<file path="src/rtl/pmx_pkg.sv">
// Package: shared outcome types and syndrome constants for the
// counter-type register access arbiter.
package pmx_pkg;

    // Outcome kind; the numeric value is the bit position in res_onehot.
    typedef enum logic [1:0] {
        VK_ALLOW  = 2'd0,
        VK_UNDEF  = 2'd1,
        VK_TRAP   = 2'd2,
        VK_UNPRED = 2'd3
    } vkind_e;

    typedef struct packed {
        vkind_e      kind;
        logic [1:0]  lvl;
        logic [7:0]  syn;
    } verdict_t;

    localparam logic [7:0] SYN_WIDE   = 8'h03;
    localparam logic [7:0] SYN_GRP_NARROW = 8'h00;

    // Number of ordered checks in the chain.
    localparam int N_STAGES = 7;

    localparam verdict_t V_ALLOW  = '{kind: VK_ALLOW,  lvl: 2'd0, syn: 8'h00};
    localparam verdict_t V_UNDEF  = '{kind: VK_UNDEF,  lvl: 2'd0, syn: 8'h00};
    localparam verdict_t V_UNPRED = '{kind: VK_UNPRED, lvl: 2'd0, syn: 8'h00};
    localparam verdict_t V_TRAP2  = '{kind: VK_TRAP,   lvl: 2'd2, syn: SYN_WIDE};
    localparam verdict_t V_TRAP3  = '{kind: VK_TRAP,   lvl: 2'd3, syn: SYN_WIDE};

endpackage

</file>
<file path="src/rtl/pmx_index.sv">
// Module: forms the counter index from the two encoding fields and
// compares it against the implemented and the accessible counter counts.
// Assumes the index width is fixed by the encoding (two plus three bits).
module pmx_index #(
    parameter int NUM_CTRS = 31,
    parameter int IDXW     = 5,
    parameter int LIMW     = IDXW + 1
) (
    input  logic [1:0]      crm_lo,
    input  logic [2:0]      op2,
    input  logic [LIMW-1:0] acc_limit,
    output logic [IDXW-1:0] idx,
    output logic            beyond_impl,
    output logic            beyond_acc
);
    localparam logic [LIMW-1:0] IMPL_LIM = LIMW'(NUM_CTRS);

    // Concatenate fields and run both range comparisons.
    always_comb begin
        idx         = {crm_lo, op2};
        beyond_impl = {1'b0, idx} >= IMPL_LIM;
        beyond_acc  = {1'b0, idx} >= acc_limit;
    end
endmodule

</file>
<file path="src/rtl/pmx_user_gate.sv">
// Module: level-0 user-enable check. Reports a block when no user enable
// is set and picks the trap target and syndrome. Assumes level 1 is
// always 64-bit; only level 2 may be 32-bit.
module pmx_user_gate
    import pmx_pkg::*;
(
    input  logic     usr_en,
    input  logic     usr_ext_en,
    input  logic     lvl2_en,
    input  logic     grp_route,
    input  logic     lvl2_narrow,
    output logic     blocked,
    output verdict_t verdict
);
    // Decide whether level 0 is shut out and where the trap goes.
    always_comb begin
        blocked      = !usr_en && !usr_ext_en;
        verdict.kind = VK_TRAP;
        if (lvl2_en && grp_route) begin
            verdict.lvl = 2'd2;
            verdict.syn = lvl2_narrow ? SYN_GRP_NARROW : SYN_WIDE;
        end else begin
            verdict.lvl = 2'd1;
            verdict.syn = SYN_WIDE;
        end
    end
endmodule

</file>
<file path="src/rtl/pmx_stage_eval.sv">
// Module: evaluates every check of the ordered chain in parallel, each
// qualified by the set of levels at which it applies. Stage order is the
// priority order; stage 0 is the highest.
module pmx_stage_eval
    import pmx_pkg::*;
#(
    parameter bit HAS_FGT = 1'b1
) (
    input  logic     [1:0] cur_lvl,
    input  logic           is_write,
    input  logic           beyond_impl,
    input  logic           beyond_acc,
    input  logic           usr_blocked,
    input  verdict_t       usr_verdict,
    input  logic           lvl2_en,
    input  logic           fg_en,
    input  logic           fg_rd_trap,
    input  logic           fg_wr_trap,
    input  logic           lvl2_pmu_trap,
    input  logic           lvl3_pmu_trap,
    input  logic           sdd_undef_early,
    input  logic           sdd_undef,
    output logic     [N_STAGES-1:0] hit,
    output verdict_t [N_STAGES-1:0] verd
);
    // Bit i of a mask enables the stage at level i.
    localparam logic [N_STAGES*4-1:0] LVL_MASKS = {
        4'b0111,   // 6: level-3 monitor trap
        4'b0011,   // 5: accessible limit
        4'b0011,   // 4: level-2 monitor trap
        4'b0001,   // 3: fine-grained trap
        4'b0001,   // 2: user enables
        4'b0111,   // 1: early secure-debug undefined
        4'b1111    // 0: implemented limit
    };

    logic [N_STAGES-1:0] raw;
    logic                fg_bit;

    // Raw condition of each stage, before level qualification.
    always_comb begin
        fg_bit  = is_write ? fg_wr_trap : fg_rd_trap;
        raw[0]  = beyond_impl;
        verd[0] = HAS_FGT ? V_UNDEF : V_UNPRED;
        raw[1]  = lvl3_pmu_trap && sdd_undef_early;
        verd[1] = V_UNDEF;
        raw[2]  = usr_blocked;
        verd[2] = usr_verdict;
        raw[3]  = HAS_FGT && lvl2_en && fg_en && fg_bit;
        verd[3] = V_TRAP2;
        raw[4]  = lvl2_en && lvl2_pmu_trap;
        verd[4] = V_TRAP2;
        raw[5]  = lvl2_en && beyond_acc;
        verd[5] = HAS_FGT ? V_TRAP2 : V_UNPRED;
        raw[6]  = lvl3_pmu_trap;
        verd[6] = sdd_undef ? V_UNDEF : V_TRAP3;
    end

    for (genvar s = 0; s < N_STAGES; s++) begin : g_qual
        // Gate each stage by its level mask.
        always_comb hit[s] = raw[s] && LVL_MASKS[s*4 + int'(cur_lvl)];
    end
endmodule

</file>
<file path="src/rtl/pmx_prio_pick.sv">
// Module: picks the verdict of the lowest-numbered active stage, or allow
// when none is active.
module pmx_prio_pick
    import pmx_pkg::*;
#(
    parameter int N = N_STAGES
) (
    input  logic     [N-1:0] hit,
    input  verdict_t [N-1:0] verd,
    output verdict_t         sel
);
    // Walk from lowest priority upward so the highest priority overwrites.
    always_comb begin
        sel = V_ALLOW;
        for (int s = N - 1; s >= 0; s--) begin
            if (hit[s]) sel = verd[s];
        end
    end
endmodule

</file>
<file path="src/rtl/pmx_access_arbiter.sv">
// Module: top of the counter-type register access arbiter. Purely
// combinational; higher levels are taken as 64-bit except that level 2
// may be 32-bit for syndrome selection of the level-0 routing trap.
module pmx_access_arbiter
    import pmx_pkg::*;
#(
    parameter int NUM_CTRS = 31,
    parameter bit HAS_FGT  = 1'b1
) (
    input  logic       acc_req_write,
    input  logic [1:0] acc_crm_lo,
    input  logic [2:0] acc_op2,
    input  logic [1:0] cur_lvl,
    input  logic       usr_en,
    input  logic       usr_ext_en,
    input  logic       lvl2_en,
    input  logic       lvl2_narrow,
    input  logic       grp_route,
    input  logic       fg_en,
    input  logic       fg_rd_trap,
    input  logic       fg_wr_trap,
    input  logic       lvl2_pmu_trap,
    input  logic       lvl3_pmu_trap,
    input  logic       sdd_undef_early,
    input  logic       sdd_undef,
    input  logic [5:0] acc_limit,
    output logic [3:0] res_onehot,
    output logic [1:0] trap_lvl,
    output logic [7:0] trap_syn
);
    localparam int IDXW = 5;
    localparam int LIMW = IDXW + 1;

    logic [IDXW-1:0]         idx;
    logic                    beyond_impl;
    logic                    beyond_acc;
    logic                    usr_blocked;
    verdict_t                usr_verdict;
    logic     [N_STAGES-1:0] hit;
    verdict_t [N_STAGES-1:0] verd;
    verdict_t                sel;

    pmx_index #(.NUM_CTRS(NUM_CTRS), .IDXW(IDXW), .LIMW(LIMW)) u_idx (
        .crm_lo      (acc_crm_lo),
        .op2         (acc_op2),
        .acc_limit   (acc_limit),
        .idx         (idx),
        .beyond_impl (beyond_impl),
        .beyond_acc  (beyond_acc)
    );

    pmx_user_gate u_usr (
        .usr_en      (usr_en),
        .usr_ext_en  (usr_ext_en),
        .lvl2_en     (lvl2_en),
        .grp_route   (grp_route),
        .lvl2_narrow (lvl2_narrow),
        .blocked     (usr_blocked),
        .verdict     (usr_verdict)
    );

    pmx_stage_eval #(.HAS_FGT(HAS_FGT)) u_stg (
        .cur_lvl         (cur_lvl),
        .is_write        (acc_req_write),
        .beyond_impl     (beyond_impl),
        .beyond_acc      (beyond_acc),
        .usr_blocked     (usr_blocked),
        .usr_verdict     (usr_verdict),
        .lvl2_en         (lvl2_en),
        .fg_en           (fg_en),
        .fg_rd_trap      (fg_rd_trap),
        .fg_wr_trap      (fg_wr_trap),
        .lvl2_pmu_trap   (lvl2_pmu_trap),
        .lvl3_pmu_trap   (lvl3_pmu_trap),
        .sdd_undef_early (sdd_undef_early),
        .sdd_undef       (sdd_undef),
        .hit             (hit),
        .verd            (verd)
    );

    pmx_prio_pick #(.N(N_STAGES)) u_pick (
        .hit  (hit),
        .verd (verd),
        .sel  (sel)
    );

    // Encode the chosen verdict; trap fields are zero for non-trap outcomes.
    always_comb begin
        res_onehot = 4'b0001 << sel.kind;
        if (sel.kind == VK_TRAP) begin
            trap_lvl = sel.lvl;
            trap_syn = sel.syn;
        end else begin
            trap_lvl = 2'd0;
            trap_syn = 8'h00;
        end
    end

    logic unused_idx;
    always_comb unused_idx = ^idx;
endmodule

</file>
<file path="config.mk">
export PLATFORM = sky130hd
export DESIGN_NAME = pmx_access_arbiter
export DESIGN_NICKNAME = d
export VERILOG_FILES = /design/src/rtl/pmx_pkg.sv /design/src/rtl/pmx_index.sv /design/src/rtl/pmx_user_gate.sv /design/src/rtl/pmx_stage_eval.sv /design/src/rtl/pmx_prio_pick.sv /design/src/rtl/pmx_access_arbiter.sv
export SDC_FILE = /design/constraint.sdc
export NUM_CORES = 1
export LEC_CHECK = 0
export ABC_AREA = 1
export BUFFER_PORTS_ARGS = -buffer_cell sky130_fd_sc_hd__buf_2
export CAP_MARGIN = 20
export CORE_AREA = 2 2 39 41
export DETAILED_ROUTE_END_ITERATION = 8
export DIE_AREA = 0 0 41 43
export PLACE_DENSITY = 0.8
export SLEW_MARGIN = 10
export SYNTH_ARGS = -nofsm -noshare
export SYNTH_HDL_FRONTEND = slang
export SYNTH_SLANG_ARGS = --single-unit
export TNS_END_PERCENT = 100
</file>
<file path="constraint.sdc">
create_clock -name vclk -period 4.4
set_input_delay 0.88 -clock vclk [all_inputs]
set_output_delay 0.88 -clock vclk [all_outputs]
set_load 0.05 [all_outputs]
</file>
== Yosys cells after proc, flatten, opt, wreduce, memory -nomap -nowiden ==
Memory sizes are Yosys's and may differ from the RTL's.
Cells that the tools add are included.
Word-level totals
  word-level logic and storage cells: 66
  bits in read-only memories: 192
  output and inout port bits: 14
  memories kept: 6
  register bits after elaboration: 0
Cells by class
  $add $sub $neg: 6
  equal/unequal tests: 1
  order comparisons: 9
  reduce and logical (&&, ||, !) cells: 16
  muxes and demuxes: 27
  shift-type cells: 1
Memories
  (no name shown): depth 32, width 1, read ports 1, clocked after Yosys merged registers in 0, wr ports 0, line pmx_stage_eval.sv:61  | always_comb hit[s] = raw[s] && LVL_MASKS[s*4 + int'(cur_lvl)];
  (no name shown): depth 32, width 1, read ports 1, clocked after Yosys merged registers in 0, wr ports 0, line pmx_stage_eval.sv:61
  (no name shown): depth 32, width 1, read ports 1, clocked after Yosys merged registers in 0, wr ports 0, line pmx_stage_eval.sv:61
  (no name shown): depth 32, width 1, read ports 1, clocked after Yosys merged registers in 0, wr ports 0, line pmx_stage_eval.sv:61
  (no name shown): depth 32, width 1, read ports 1, clocked after Yosys merged registers in 0, wr ports 0, line pmx_stage_eval.sv:61
  (no name shown): depth 32, width 1, read ports 1, clocked after Yosys merged registers in 0, wr ports 0, line pmx_stage_eval.sv:61
Operators with widths (count)
  less-than comparator 32 x 7 -> 1 bit (second input constant): 6
  two-way mux 12 bit: 8
  adder 5 x 2 -> 6 bit (first input constant): 3
  logical AND 1 bit: 14
  two-way mux 1 bit: 14
  adder 4 x 2 -> 5 bit (first input constant): 2
  two-way mux 10 bit: 1
  two-way mux 8 bit: 1
  >= comparator 5 x 6 -> 1 bit: 1
  less-than comparator 2 x 6 -> 1 bit (second input constant): 1
  >= comparator 5 bit (second input constant): 1
  adder 3 x 2 -> 4 bit (first input constant): 1
  two-way mux 2 bit: 2
  left shift 1 x 2 -> 4 bit (first input constant): 1
  binary-select mux 1 bit (select 2 bit): 1
  equality test 2 bit (second input constant): 1
  zero test 1 bit: 2

== Longest topological paths before layout ==
Gate-level depths: netlist of the first run.
  depth in word-level cells: 14
  gate-level depth with buffers: 13
  depth with buffers taken out: 13

== Hierarchy ==
Synthesis of the first run repeated with hierarchy kept, for this count alone.
Second synthesis, totals
  cells, all modules: 395
  area total of the unflattened synthesis: 2157.1 sq um
Modules (own cells, without submodules)
  pmx_prio_pick: sequential area each 0.0 sq um, cells an instance 207, instances 1, area an instance 982.2 sq um
  pmx_stage_eval: sequential area each 0.0 sq um, cells an instance 110, instances 1, area an instance 734.5 sq um
  pmx_index: sequential area each 0.0 sq um, cells an instance 35, instances 1, area an instance 203.9 sq um
  pmx_access_arbiter: sequential area each 0.0 sq um, cells an instance 28, instances 1, area an instance 142.6 sq um
  pmx_user_gate: sequential area each 0.0 sq um, cells an instance 15, instances 1, area an instance 93.8 sq um

== Worst setup path before layout of the first run ==
No wires, ideal clock.
  path type: input to output
  start point: input port acc_limit[4]
  end point: output port trap_syn[1]
  data arrival time: 2.656 ns
  setup slack: 0.864 ns
  required time: 3.520 ns
  stages on the path: 11
  cells stage by stage: inv_1 > ha_1 > inv_1 > nor2_1 > a21boi_2 > nand2_1 > nand2_1 > nand2_2 > nand2_2 > nor2_1 > buf_4
On the way
  word-level cells in the longest chain between the ends: 11
RTL lines
  from (decl): line pmx_access_arbiter.sv:26  | input logic [5:0] acc_limit,
  >= comparator 5 x 6 -> 1 bit (*): line pmx_index.sv:22  | beyond_acc = {1'b0, idx} >= acc_limit;
  logical AND 1 bit (*): line pmx_stage_eval.sv:53  | raw[5] = lvl2_en && beyond_acc;
  logical AND 1 bit (*): line pmx_stage_eval.sv:61
  two-way mux 12 bit (*) (6 in a row): line pmx_prio_pick.sv:16  | if (hit[s]) sel = verd[s];
  equality test 2 bit: line pmx_access_arbiter.sv:90  | if (sel.kind == VK_TRAP) begin
  two-way mux 8 bit (*): line pmx_access_arbiter.sv:90
  to (decl): line pmx_access_arbiter.sv:29  | output logic [7:0] trap_syn
Mark *: on every way between the ends. The rest lies on a longest branch, timed or not.

== Worst setup path after layout of the first run ==
  start point: input port acc_crm_lo[0]
  end point: output port trap_lvl[0]
On the way
  word-level cells in the longest chain between the ends: 11
  elaborated cells between the ends (all ways): 13
  classes of those cells: order compare (2); eq/ne (1); mux (7); reduce/logical (3)
RTL lines
  from (decl): line pmx_access_arbiter.sv:11  | input logic [1:0] acc_crm_lo,
  >= comparator 5 x 6 -> 1 bit: line pmx_index.sv:22
  logical AND 1 bit: line pmx_stage_eval.sv:53
  logical AND 1 bit: line pmx_stage_eval.sv:61
  two-way mux 12 bit (5 in a row): line pmx_prio_pick.sv:16
  two-way mux 12 bit (*): line pmx_prio_pick.sv:16
  equality test 2 bit: line pmx_access_arbiter.sv:90
  two-way mux 2 bit (*): line pmx_access_arbiter.sv:90
  to (decl): line pmx_access_arbiter.sv:28  | output logic [1:0] trap_lvl,
Marked as above.

==> results of run 1 <==
==> per-stage QoR <==
| step | hold WS, ps | power, mW | cells | instance area, um2 | worst slack, ps |
|---|---|---|---|---|---|
| 2_1_floorplan | 2060 | 0.0727 | 92 | 487 | 864 |
| 3_3_place_gp | 2250 | 0.0888 | 133 | 612 | 1350 |
| 3_5_place_dp | 2270 | 0.0901 | 133 | 612 | 1320 |
| 4_1_cts | 2270 | 0.0904 | 133 | 612 | 1310 |
| 5_1_grt | 2300 | 0.0987 | 133 | 612 | 1150 |
| 6_report | 2260 | 0.0898 | 133 | 612 | 1320 |
==> layer usage <==
metal,routed length (um),GRT usage,vias to the layer above
li1,-,-,302
met1,377,0.142,210
met2,464,0.238,26
met3,86,0,0
met4,0,0,0
met5,0,0,-
==> power by group <==
group	leakage [nW]	internal [mW]	switching [mW]
clock network	0	0	0
logic	0.421	0.0254	0.0644
registers	0	0	0
total	0.421	0.0254	0.0644
==> kinds of logic (layout without fill, tap and decap cells) <==
kind of cell,after synthesis,after routing
other,1,7
and+or+nand+nor,47,47
buffers and inverters,29,54
adders and majority gates,5,5
AOI/OAI and AO/OA,4,4
==> layout make-up <==
class,count,area (um2),area share
Multi-Input combinational cell,63,348,0.569
Timing Repair Buffer,33,165,0.270
Inverter,21,78.8,0.129
Tap cell,16,20.0,0.0327
==> placed cells by master, fill, tap and decap left out, drive strengths merged <==
| cell | Yosys | routed |
|---|---|---|
| buf | 8 | 33 |
| nand2 | 24 | 24 |
| inv | 21 | 21 |
| nor2 | 16 | 16 |
| conb | 1 | 7 |
| ha | 5 | 5 |
| nand3 | 3 | 3 |
| nand4 | 3 | 3 |
| o21ai | 2 | 2 |
| a21boi | 1 | 1 |
| nor2b | 1 | 1 |
| a21oi | 1 | 1 |
==> worst min-delay path, stage by stage <==
cell and delay, ps:
buf_2 80, nand3_1 70, nor2_1 100, nor2_1 50
buf_2 200
==> worst min-delay path by stage <==
stage                start             to  slack [ps]  cells after the start
3_5_place_dp     sdd_undef  res_onehot[1]        2270                      4
2_1_floorplan      lvl2_en    trap_lvl[0]        2060                      5
6_report       lvl2_narrow    trap_syn[1]        2260                      5
3_3_place_gp   lvl2_narrow    trap_syn[0]        2250                      5
5_1_grt          sdd_undef  res_onehot[1]        2300                      4
4_1_cts        lvl2_narrow    trap_syn[1]        2270                      5
==> results_dict.tcl, run 1 <==
set metrics [dict create \
    diodes 0 \
    post_drt_wl_per_cell_um 6.98 \
    die_x_um 41 \
    synthCells 86 \
    regArea_um2 0 \
    core_area_um2 1380 \
    max_freq_ghz 0.325 \
    drive_above_1_share 0.427 \
    io_pins 40 \
    crit_path_end "trap_lvl[0]" \
    clkbuf_count 0 \
    grt_pass1_vias 474 \
    drv_cap 0 \
    start_util 0.335 \
    leakage_nw 0.421 \
    synth-simple-area-share 0.501 \
    fin_crit_sh 0.699 \
    fill_cells 161 \
    end_kind "output port" \
    worst-setup-path-type "input port to output port" \
    ys_warn_count 0 \
    grt_max_degree 5 \
    crit_buf_inv 2 \
    die-height_um 43 \
    synth_compound_area_frac 0.0566 \
    fin_nets 150 \
    crit_chain "buf_2 -> ha_1 -> nand2_1 -> nand2_1 -> a21boi_2 -> nand2_1 -> nand2_1 -> nand2_1 -> nand2_1 -> nand2_1 -> nor2_2 -> buf_2" \
    cpMostUsedCell "nand2_1" \
    worst_hold_path_type "input port to output port" \
    vias 538 \
    postCtsSetupRepairBufs 0 \
    avgSynthCellArea_um2 5.40 \
    startpoint "acc_crm_lo[0]" \
    crit_fanout 4 \
    muxShareOfSynthArea 0 \
    finalSetupViolCount 0 \
    rsz0062_at_grt "false" \
    period_minus_slack_ps 3080 \
    rows 14 \
    powerDensity_nw_per_um2 147 \
    status "complete, no violations" \
    crit_family "simple AND/OR/NAND/NOR gates" \
    yosysUniqueCellTypes 17 \
    first_pass_iters 3 \
    post_cts_resized 0 \
    post-route-util 0.442 \
    ant_nets 0 \
    ys_seq_area_frac 0 \
    gp_congestion 0.736 \
    routed_wl_um 928 \
    grt_first_pass_wirelength_mm 1.63 \
    antenna_found_initial 0 \
    hold_viol 0 \
    port_buffers 33 \
    synthAdderAreaFrac 0.135 \
    yosysMostFrequentCell "inv_1" \
    cp_slowest_cell "ha_1" \
    synth_xor_area_frac 0 \
    place_hpwl_um 883 \
    synth_top_area_share 0.146 \
    critPathLaunchType "input port" \
    critPathRequiredTime_ps 3520 \
    dieArea_um2 1760 \
    nFlopsAndLatches 0 \
    area_delta_synth_final_pct 31.8 \
    synth_top_family_by_area "simple AND/OR/NAND/NOR gates" \
    drt-initial-drc-count 6 \
    synth.area.top_cells "inv_1, nand2_1, ha_1" \
    grt.total_usage 0.121 \
    critPathArrivalTime_ps 2200 \
    cp.depth 12 \
    maxSlewViolCount 0 \
    synth_area_leader_cell "inv_1" \
    drt-vias-per-instance 4.05 \
    max_stage_delay_ps 300 \
    grt-ovfl-total 0 \
    final.setup.tns_ps 0 \
    drc 0 \
    holdBufCountCts 0 \
    irDropWorstVdd_mv 0.0955 \
    netlist_area_um2 464 \
    synth_commonest_cells "inv_1, nand2_1, nor2_1" \
]
Note: power is estimated with default switching activity, not from simulation.
==> run 2: changes to the inputs <==
Settings changed: ABC_AREA 1 to 0, PLACE_DENSITY 0.8 to 0.75.
Clock period 4.4 ns to 3.1 ns, I/O delays scaled along.
==> run 2 against run 1 <==
Net effect:
- routed wire length increased by 3.7%
- combinational power up 33%
- via count down 8.7%
- highest routed layer unchanged
- hold slack lost 550 ps
- global-route usage rose by 0.10 points
- worst setup slack lost 970 ps
- final area fell by 10%
- power grew 32%
- final cell count down 22%
- die area is the same
==> results_dict.tcl, run 2 <==
set metrics [dict create \
    antenna_found_initial 0 \
    regArea_um2 0 \
    powerDensity_nw_per_um2 217 \
    worst_hold_path_type "input port to output port" \
    grt-ovfl-total 0 \
    max_freq_ghz 0.364 \
    fin_crit_sh 0.887 \
    dieArea_um2 1760 \
    port_buffers 33 \
    die_x_um 41 \
    diodes 0 \
    postCtsSetupRepairBufs 0 \
    holdCritStartpoint "sdd_undef_early" \
    grt_first_pass_wirelength_mm 1.64 \
    ys_seq_area_frac 0 \
    vias 491 \
    end_kind "output port" \
    fin_cells 104 \
    netlist_area_um2 397 \
    grt.total_usage 0.122 \
    cp_slowest_cell "a21oi_1" \
    avgSynthCellArea_um2 6.96 \
    gp_congestion 0.735 \
    clkbuf_count 0 \
    period_minus_slack_ps 2750 \
    holdBufCountCts 0 \
    status "complete, no violations" \
    rsz0062_at_grt "false" \
    critPathLaunchType "input port" \
    finalSetupViolCount 0 \
    synthCells 57 \
    cpMostUsedCell "buf_2" \
    layout_commonest_cell "buf_2" \
    critPathArrivalTime_ps 2130 \
    drv_cap 0 \
    drt-initial-drc-count 6 \
    mostFrequentLayoutCells "buf_2, nand2_1, conb_1, inv_1, ha_1" \
    rows 14 \
    area_delta_synth_final_pct 38.2 \
    ys_warn_count 0 \
    dpl.cell_count 104 \
    crit_fanout 4 \
    drt-vias-per-instance 4.72 \
    hold_depth 5 \
    crit_buf_inv 3 \
    crit_family "compound AO/OA/AOI/OAI gates" \
    nFlopsAndLatches 0 \
    synth_top_area_share 0.158 \
    grt_pass1_vias 471 \
    worst-setup-path-type "input port to output port" \
    irDropWorstVdd_mv 0.0599 \
    die-height_um 43 \
    synth_area_leader_cell "ha_1" \
    first_pass_iters 4 \
    synth_commonest_cells "buf_4, nand2_1, inv_1" \
    maxSlewViolCount 0 \
    ant_nets 0 \
    final.setup.tns_ps 0 \
    drc 0 \
    post_cts_resized 0 \
    post_drt_wl_per_cell_um 9.25 \
    start_util 0.287 \
    max_stage_delay_ps 300 \
    synth.area.top_cells "ha_1, buf_4, nand2_1" \
    yosysUniqueCellTypes 23 \
    fin_nets 121 \
    drive_above_1_share 0.443 \
    leakage_nw 0.335 \
    grt_max_degree 7 \
    hold_viol 0 \
    crit_chain "buf_2 -> inv_1 -> ha_1 -> nand2b_1 -> a21o_1 -> a21oi_1 -> a41o_1 -> buf_2" \
    routed_wl_um 962 \
    critPathRequiredTime_ps 2480 \
    holdPathEnd "trap_lvl[0]" \
    io_pins 40 \
    core_area_um2 1380 \
    place_hpwl_um 902 \
]
run 2: changes by cell type after synthesis, moves of 2 or more:
cell      before  now
a21o_1         0    2
a21oi_1        1    5
nand2_2        7    0
nor2_1        11    0
nor3_1         0    2
nor2_4         2    0
inv_2          3    0
nor2_2         3    0
nand2_1       17    8
inv_1         18    6
nand2b_1       0    2
run 2: final cells by class:
type	instances	area, um2
multi-input combinational	49	340
tap	16	20.0
fill	159	836
inverter	6	22.5
timing repair buffer	33	165
run 2: report_power, final:
| part | internal [mW] | switching, mW | total (mW) |
|---|---|---|---|
| Sequential | 0 | 0 | 0 |
| Combinational | 0.0356 | 0.0832 | 0.119 |
| Clock | 0 | 0 | 0 |
| Total | 0.0356 | 0.0832 | 0.119 |
run 2: tightest hold or removal path, stage by stage:
cell and delay, ps:
buf_2 100, nor3b_1 50, nand3_1 70, o21ai_1 60, buf_2 200
run 2: metrics by stage:
step,hold WS (ps),area [um2],power [mW],setup WS [ps],utilization
2_1_floorplan,1480,423,0.0946,23.4,-
3_3_place_gp,1710,548,0.118,410,0.396
3_5_place_dp,1710,548,0.120,353,0.396
4_1_cts,1710,548,0.120,348,0.396
5_1_grt,1750,548,0.130,245,0.396
6_report,1710,548,0.119,349,0.396
run 2: logic make-up after synthesis:
family,count (synthesis),share of synthesized area
and+or+nand+nor,22,0.325
AOI/OAI and AO/OA,14,0.271
buffers and inverters,14,0.208
adders and majority gates,5,0.158
muxes,1,0.0284
other,1,0.00945
run 2: how the worst max path moves through the flow:
stage / start / end / slack (ps) / cells after the start
global placement: acc_op2[0] / res_onehot[1] / 410 / 8
global route: acc_op2[0] / res_onehot[1] / 250 / 8
detailed placement: acc_op2[0] / res_onehot[1] / 350 / 8
CTS: acc_op2[0] / res_onehot[1] / 350 / 8
finish: acc_op2[0] / res_onehot[1] / 350 / 8
floorplan: acc_op2[0] / res_onehot[0] / 20 / 6
run 2: per-layer routing:
metal | vias up | share of wire | global-route usage
met5 | - | 0 | 0
met3 | 0 | 0.098 | 0.0105
met1 | 215 | 0.42 | 0.149
li1 | 253 | - | -
met4 | 0 | 0 | 0
met2 | 23 | 0.48 | 0.228
